$ cat src/rtl/phy_lq_pkg.sv
// Shared types and constants for the PHY link state qualifier.
// Assumes the standard basic status word layout: bit 2 is link up,
// bit 5 is autonegotiation complete.
package phy_lq_pkg;

    typedef enum logic [1:0] {
        LS_UNKNOWN = 2'd0,
        LS_DOWN    = 2'd1,
        LS_UP      = 2'd2
    } link_state_e;

    typedef enum logic [1:0] {
        SPD_NONE = 2'd0,
        SPD_10   = 2'd1,
        SPD_100  = 2'd2
    } link_speed_e;

    typedef enum logic [1:0] {
        DPX_UNKNOWN = 2'd0,
        DPX_HALF    = 2'd1,
        DPX_FULL    = 2'd2
    } link_duplex_e;

    typedef struct packed {
        logic link_ok;
        logic signal;
        logic at10;
        logic at100;
        logic full_dpx;
    } vend_status_t;

    localparam int          WORD_W      = 16;
    localparam int          LINK_BIT    = 2;
    localparam int          AN_DONE_BIT = 5;
    localparam logic [15:0] DEAD_WORD   = 16'hFFFF;

endpackage

$ cat src/rtl/lq_status_age.sv
// Status word tracker: holds the last sampled status word and counts the
// clock cycles since it last changed, saturating at SETTLE_TICKS.
// Assumes SETTLE_TICKS >= 1. The age restarts on reset and on any change.
module lq_status_age #(
    parameter int WORD_W       = 16,
    parameter int SETTLE_TICKS = 375_000_000
) (
    input  logic              clk,
    input  logic              rst_n,
    input  logic              sample_valid,
    input  logic [WORD_W-1:0] word_in,
    output logic              word_changed,
    output logic              settled
);
    localparam int AGE_W = $clog2(SETTLE_TICKS + 1);
    localparam logic [AGE_W-1:0] AGE_MAX = AGE_W'(SETTLE_TICKS);

    logic [WORD_W-1:0] stored_word;
    logic [AGE_W-1:0]  age;

    // A valid sample that differs from the stored copy counts as a change.
    always_comb word_changed = sample_valid && (word_in != stored_word);

    // Settled means the word is unchanged and a full window has elapsed.
    always_comb settled = !word_changed && (age >= AGE_MAX);

    // Capture the new word and restart the age, or let the age grow to its cap.
    always_ff @(posedge clk) begin
        if (!rst_n) begin
            stored_word <= '0;
            age         <= '0;
        end else if (word_changed) begin
            stored_word <= word_in;
            age         <= '0;
        end else if (age < AGE_MAX) begin
            age <= age + 1'b1;
        end
    end
endmodule

$ cat src/rtl/lq_state_judge.sv
// Candidate state judge: applies the qualification rules, in priority order,
// to one sample. Purely combinational; the caller registers the result.
module lq_state_judge
    import phy_lq_pkg::*;
(
    input  logic         dead_word,
    input  logic         link_bit,
    input  logic         an_done,
    input  logic         an_enable,
    input  logic         settled,
    input  vend_status_t vend,
    input  link_state_e  cur_state,
    output link_state_e  cand_state
);
    link_state_e raw_state;
    link_state_e ruled;
    logic        vend_ok;

    // Raw view from the link-up bit alone.
    always_comb raw_state = link_bit ? LS_UP : LS_DOWN;

    // The vendor bits must show a live link at exactly one speed.
    always_comb vend_ok = vend.link_ok && vend.signal && (vend.at10 ^ vend.at100);

    // Priority chain: dead word, fast drop, settle window, autonegotiation.
    always_comb begin
        if (dead_word)
            ruled = LS_DOWN;
        else if (cur_state == LS_UP && raw_state == LS_DOWN)
            ruled = LS_DOWN;
        else if (!settled)
            ruled = LS_UNKNOWN;
        else if (an_done)
            ruled = raw_state;
        else if (an_enable)
            ruled = LS_DOWN;
        else
            ruled = raw_state;
    end

    // A candidate UP the vendor bits disagree with is downgraded to UNKNOWN.
    always_comb cand_state = (ruled == LS_UP && !vend_ok) ? LS_UNKNOWN : ruled;
endmodule

$ cat src/rtl/lq_reporter.sv
// Link reporter: registers the qualified state, latches speed and duplex on
// entry to UP, clears them on exit, pulses a report and counts both events.
module lq_reporter
    import phy_lq_pkg::*;
#(
    parameter int CNT_W = 16
) (
    input  logic               clk,
    input  logic               rst_n,
    input  logic               sample_valid,
    input  link_state_e        cand_state,
    input  vend_status_t       vend,
    output link_state_e        state_q,
    output link_speed_e        speed_q,
    output link_duplex_e       duplex_q,
    output logic               report_q,
    output logic [CNT_W-1:0]   up_cnt,
    output logic [CNT_W-1:0]   drop_cnt
);
    localparam int N_EVT = 2;

    logic             enter_up;
    logic             leave_up;
    logic [N_EVT-1:0] evt;
    logic [CNT_W-1:0] cnt [N_EVT];

    // Classify this sample's transition relative to the held state.
    always_comb begin
        enter_up = sample_valid && cand_state == LS_UP && state_q != LS_UP;
        leave_up = sample_valid && cand_state != LS_UP && state_q == LS_UP;
        evt      = {leave_up, enter_up};
    end

    // Hold state, speed and duplex; update them only on a valid sample.
    always_ff @(posedge clk) begin
        if (!rst_n) begin
            state_q  <= LS_UNKNOWN;
            speed_q  <= SPD_NONE;
            duplex_q <= DPX_UNKNOWN;
            report_q <= 1'b0;
        end else begin
            report_q <= enter_up || leave_up;
            if (sample_valid)
                state_q <= cand_state;
            if (enter_up) begin
                speed_q  <= vend.at100 ? SPD_100 : SPD_10;
                duplex_q <= vend.full_dpx ? DPX_FULL : DPX_HALF;
            end else if (leave_up) begin
                speed_q  <= SPD_NONE;
                duplex_q <= DPX_UNKNOWN;
            end
        end
    end

    // One wrapping event counter per reported transition kind.
    for (genvar gi = 0; gi < N_EVT; gi++) begin : g_evt_cnt
        always_ff @(posedge clk) begin
            if (!rst_n)
                cnt[gi] <= '0;
            else if (evt[gi])
                cnt[gi] <= cnt[gi] + 1'b1;
        end
    end

    assign up_cnt   = cnt[0];
    assign drop_cnt = cnt[1];
endmodule

$ cat src/rtl/phy_link_qual.sv
// PHY link state qualifier top: combines the status age tracker, the state
// judge and the reporter. Samples arrive on sample_valid; all outputs are
// registered and change at the edge that takes a sample.
module phy_link_qual
    import phy_lq_pkg::*;
#(
    parameter int SETTLE_TICKS = 375_000_000,
    parameter int CNT_W        = 16
) (
    input  logic              clk,
    input  logic              rst_n,
    input  logic              sample_valid,
    input  logic [15:0]       status_word,
    input  logic              an_enable,
    input  logic              vs_link_ok,
    input  logic              vs_signal,
    input  logic              vs_at10,
    input  logic              vs_at100,
    input  logic              vs_full_duplex,
    output logic [1:0]        link_state,
    output logic [1:0]        link_speed,
    output logic [1:0]        link_duplex,
    output logic              report_pulse,
    output logic [CNT_W-1:0]  up_count,
    output logic [CNT_W-1:0]  drop_count
);
    vend_status_t vend;
    logic         word_changed;
    logic         settled;
    logic         dead_word;
    link_state_e  cand_state;
    link_state_e  state_q;
    link_speed_e  speed_q;
    link_duplex_e duplex_q;

    // Gather the vendor bits into one record.
    always_comb vend = '{link_ok: vs_link_ok, signal: vs_signal, at10: vs_at10,
                         at100: vs_at100, full_dpx: vs_full_duplex};

    // An all-ones word means no PHY answered.
    always_comb dead_word = (status_word == DEAD_WORD);

    lq_status_age #(
        .WORD_W       (WORD_W),
        .SETTLE_TICKS (SETTLE_TICKS)
    ) u_age (
        .clk          (clk),
        .rst_n        (rst_n),
        .sample_valid (sample_valid),
        .word_in      (status_word),
        .word_changed (word_changed),
        .settled      (settled)
    );

    lq_state_judge u_judge (
        .dead_word  (dead_word),
        .link_bit   (status_word[LINK_BIT]),
        .an_done    (status_word[AN_DONE_BIT]),
        .an_enable  (an_enable),
        .settled    (settled),
        .vend       (vend),
        .cur_state  (state_q),
        .cand_state (cand_state)
    );

    lq_reporter #(
        .CNT_W (CNT_W)
    ) u_rep (
        .clk          (clk),
        .rst_n        (rst_n),
        .sample_valid (sample_valid),
        .cand_state   (cand_state),
        .vend         (vend),
        .state_q      (state_q),
        .speed_q      (speed_q),
        .duplex_q     (duplex_q),
        .report_q     (report_pulse),
        .up_cnt       (up_count),
        .drop_cnt     (drop_count)
    );

    assign link_state  = state_q;
    assign link_speed  = speed_q;
    assign link_duplex = duplex_q;
endmodule

$ cat config.mk
export PLATFORM = sky130hd
export DESIGN_NAME = phy_link_qual
export DESIGN_NICKNAME = d
export VERILOG_FILES = /design/src/rtl/phy_lq_pkg.sv /design/src/rtl/lq_status_age.sv /design/src/rtl/lq_state_judge.sv /design/src/rtl/lq_reporter.sv /design/src/rtl/phy_link_qual.sv
export SDC_FILE = /design/constraint.sdc
export NUM_CORES = 1
export LEC_CHECK = 0
export ABC_AREA = 1
export BUFFER_PORTS_ARGS = -buffer_cell sky130_fd_sc_hd__buf_2
export CORE_ASPECT_RATIO = 2
export CORE_MARGIN = 2
export CORE_UTILIZATION = 50
export CTS_CLUSTER_DIAMETER = 100
export DETAILED_ROUTE_END_ITERATION = 10
export PLACE_DENSITY = 0.71
export SLEW_MARGIN = 20
export SYNTH_ARGS = -nofsm -noshare
export SYNTH_HDL_FRONTEND = slang
export SYNTH_SLANG_ARGS = --single-unit
$ cat constraint.sdc
create_clock -name clk -period 2.35 [get_ports clk]
set_input_delay 0.1175 -clock clk [delete_from_list [all_inputs] [get_ports clk]]
set_output_delay 0.1175 -clock clk [all_outputs]
set_load 0.01 [all_outputs]
==> reports/results.ini <==
[status]
status = complete, no violations

[global_routing]
grt_max_degree = 33
grt_use_total_pct = 22.8
gr-total-overflow = 0
antenna_found_initial = 0
grt_pass1_vias = 4210
grt_pass1_wl_mm = 18.4

[timing]
period_share_pct = 91.1
fin_tns_setup_ps = 0
finalHoldViolations = 0
fin_skew_ps = 8.29
whs_ps = 62.6
max_freq_ghz = 0.467
rsz0062_at_grt = no
relSlewSlack_pct = 62.3
tightest_slew_ps = 562
layout_setup_ws_ps = 210
min_period_ps = 2140
report.final.slew_viol_count = 0
setup_viol = 0

[finish]
area_growth_pct = 15.6
diodes = 0
nets = 748
stdcell_area_um2 = 5490
fin_util_pct = 58.8
drive_gt1_share_pct = 16.4
final_cells = 828

[power_and_ir_drop]
powerDensity_nw_per_um2 = 567
ir_drop_mv = 0.377
fin_total_pwr_mw = 3.11
cellLeakagePower_nw = 2.29

[clocking]
tritoncts = done
insertion_delay_ps = 340
clk_pin_slew_ps = 60
cts_setup_buffers = 0
max-clock-path-buffers = 2
clock-sinks = 84
htree_levels = 3
postCtsResizedCells = 0
cts-root-buf = clkbuf_16
cts_made_buffers = 9
hold_buffers = 1

[placement]
dp.cells = 811
dp_hpwl_mm = 8.49
placed_area_um2 = 5200
place_ws_ps = 207
io_buffers = 63
routabilityCongestion = 0.943

[yosys]
synth_edf_count = 32
ys_async_sr_fraction_pct = 0
synthTopCellsByCount = 163 x nand2_1, 83 x inv_1, 71 x nor2_1, 52 x dfxtp_1, 50 x a21oi_1
synth_area_um2 = 4740
synth_ff_type = dfxtp_1
ys_warn_count = 0
netlist_instances = 647
synth_seq_cells = 84
ys_seq_area_share_pct = 42.2
synth.largest_area_cell = dfxtp_1
synth_fp_nets = 676
yosysMostFrequentCell = nand2_1
yosys-top-cells-area = dfxtp_1 22%, edfxtp_1 20%, nand2_1 13%, inv_1 6.6%, nor2_1 5.6%
synth_top_area_share_pct = 21.9
avgSynthCellArea_um2 = 7.33
yosysUniqueCellTypes = 35

[detailed_routing]
vias = 4396
wl_mm = 11.0
wl_per_cell_um = 13.3
drtIter0Drc = 220
antenna_left = 0
routed_via_density = 5.31
drcViolationCount = 0
drt_first_pass_iters = 5

[die]
rows = 50
die_area_um2 = 10300
start_util_pct = 50.9
die_x_um = 72.9
die_h_um = 142
io_pins = 64
core_um2 = 9320

[worst_setup_path]
cp-end-kind = flop
critPathLaunchType = flop
cp.arrival_ps = 2360
r2r_slack_ps = 210
path_class = reg -> reg
crit_path_max_fanout = 4
cp.required_ps = 2570

[min_path]
hold_class = in -> reg

[flow_run]
max_cap_violations = 0

## final cells by class
type,instances,area [µm²]
fill,854,3840
multi-input combinational,462,2340
sequential,84,2000
timing repair buffer,75,408
inverter,87,327
clock buffer,10,229
tap,104,130
clock inverter,6,48.8
## final timing paths
check	startpoint	end	depth (start not counted)
hold reg to reg	u_age.age[14]$_SDFFE_PP0P_	u_age.age[14]$_SDFFE_PP0P_	2
setup reg to reg	u_age.age[0]$_SDFFE_PP0P_	u_age.age[18]$_SDFFE_PP0P_	10
setup / recovery	u_age.age[0]$_SDFFE_PP0P_	u_age.age[18]$_SDFFE_PP0P_	10
hold / removal	vs_at100	u_rep.speed_q[1]$_SDFFE_PN0P_	3
## routing by layer
layer | global-route usage (%) | vias to the layer above | wire length (µm) | share of wire, %
met2 | 41.9 | 114 | 6110 | 55
li1 | - | 2245 | - | -
met4 | 14.4 | 0 | 493 | 4.5
met5 | 0 | - | 0 | 0
met3 | 3.55 | 35 | 414 | 3.8
met1 | 22.7 | 2002 | 4010 | 36
## layout by cell type (no fill, tap or decap), drive strengths merged
master / instances
nand2: 166
nor2: 88
inv: 87
buf: 74
dfxtp: 52
a21oi: 50
nand3: 33
edfxtp: 32
o21ai: 26
xor2: 24
nor3: 23
nand4: 18
clkbuf: 10
xnor2: 8
nor4: 7
and3: 4
ha: 4
nor3b: 3
clkinvlp: 3
clkinv: 3
or2: 3
o21a: 2
a31oi: 2
o2111ai: 1
dlygate4sd3: 1
## power breakdown
group	switching [mW]	total [mW]	internal [mW]
sequential	0.0343	1.58	1.55
clock	0.584	1.31	0.725
combinational	0.139	0.220	0.0810
total	0.757	3.11	2.35
## critical path, cell delays in order (launching register included)
cell and delay [ps]:
dfxtp_1 380, ha_1 210, nand3_1 230, nor2_1 210, inv_1 80, nor2_1 160
inv_1 100, nor4_1 380, nand3_1 130, nand2_1 90, a21oi_1 50
## kinds of logic after synthesis
family | count (synthesis) | share of synthesized area (%)
flip-flops | 84 | 42.2
AO/OA/AOI/OAI | 81 | 8.78
AND/OR/NAND/NOR | 345 | 33.6
buffers and inverters | 101 | 8.44
XOR/XNOR | 32 | 5.91
adder cells (fa/ha/maj) | 4 | 1.06
## sequential cells by signal, summed over array words and instances (netlist names)
signal,count
u_rep.cnt,32
u_rep.duplex_q,2
u_rep.state_q,2
u_rep.report_q,1
u_rep.speed_q,2
u_age.stored_word,16
u_age.age,29
(Power assumes the default switching activity.)
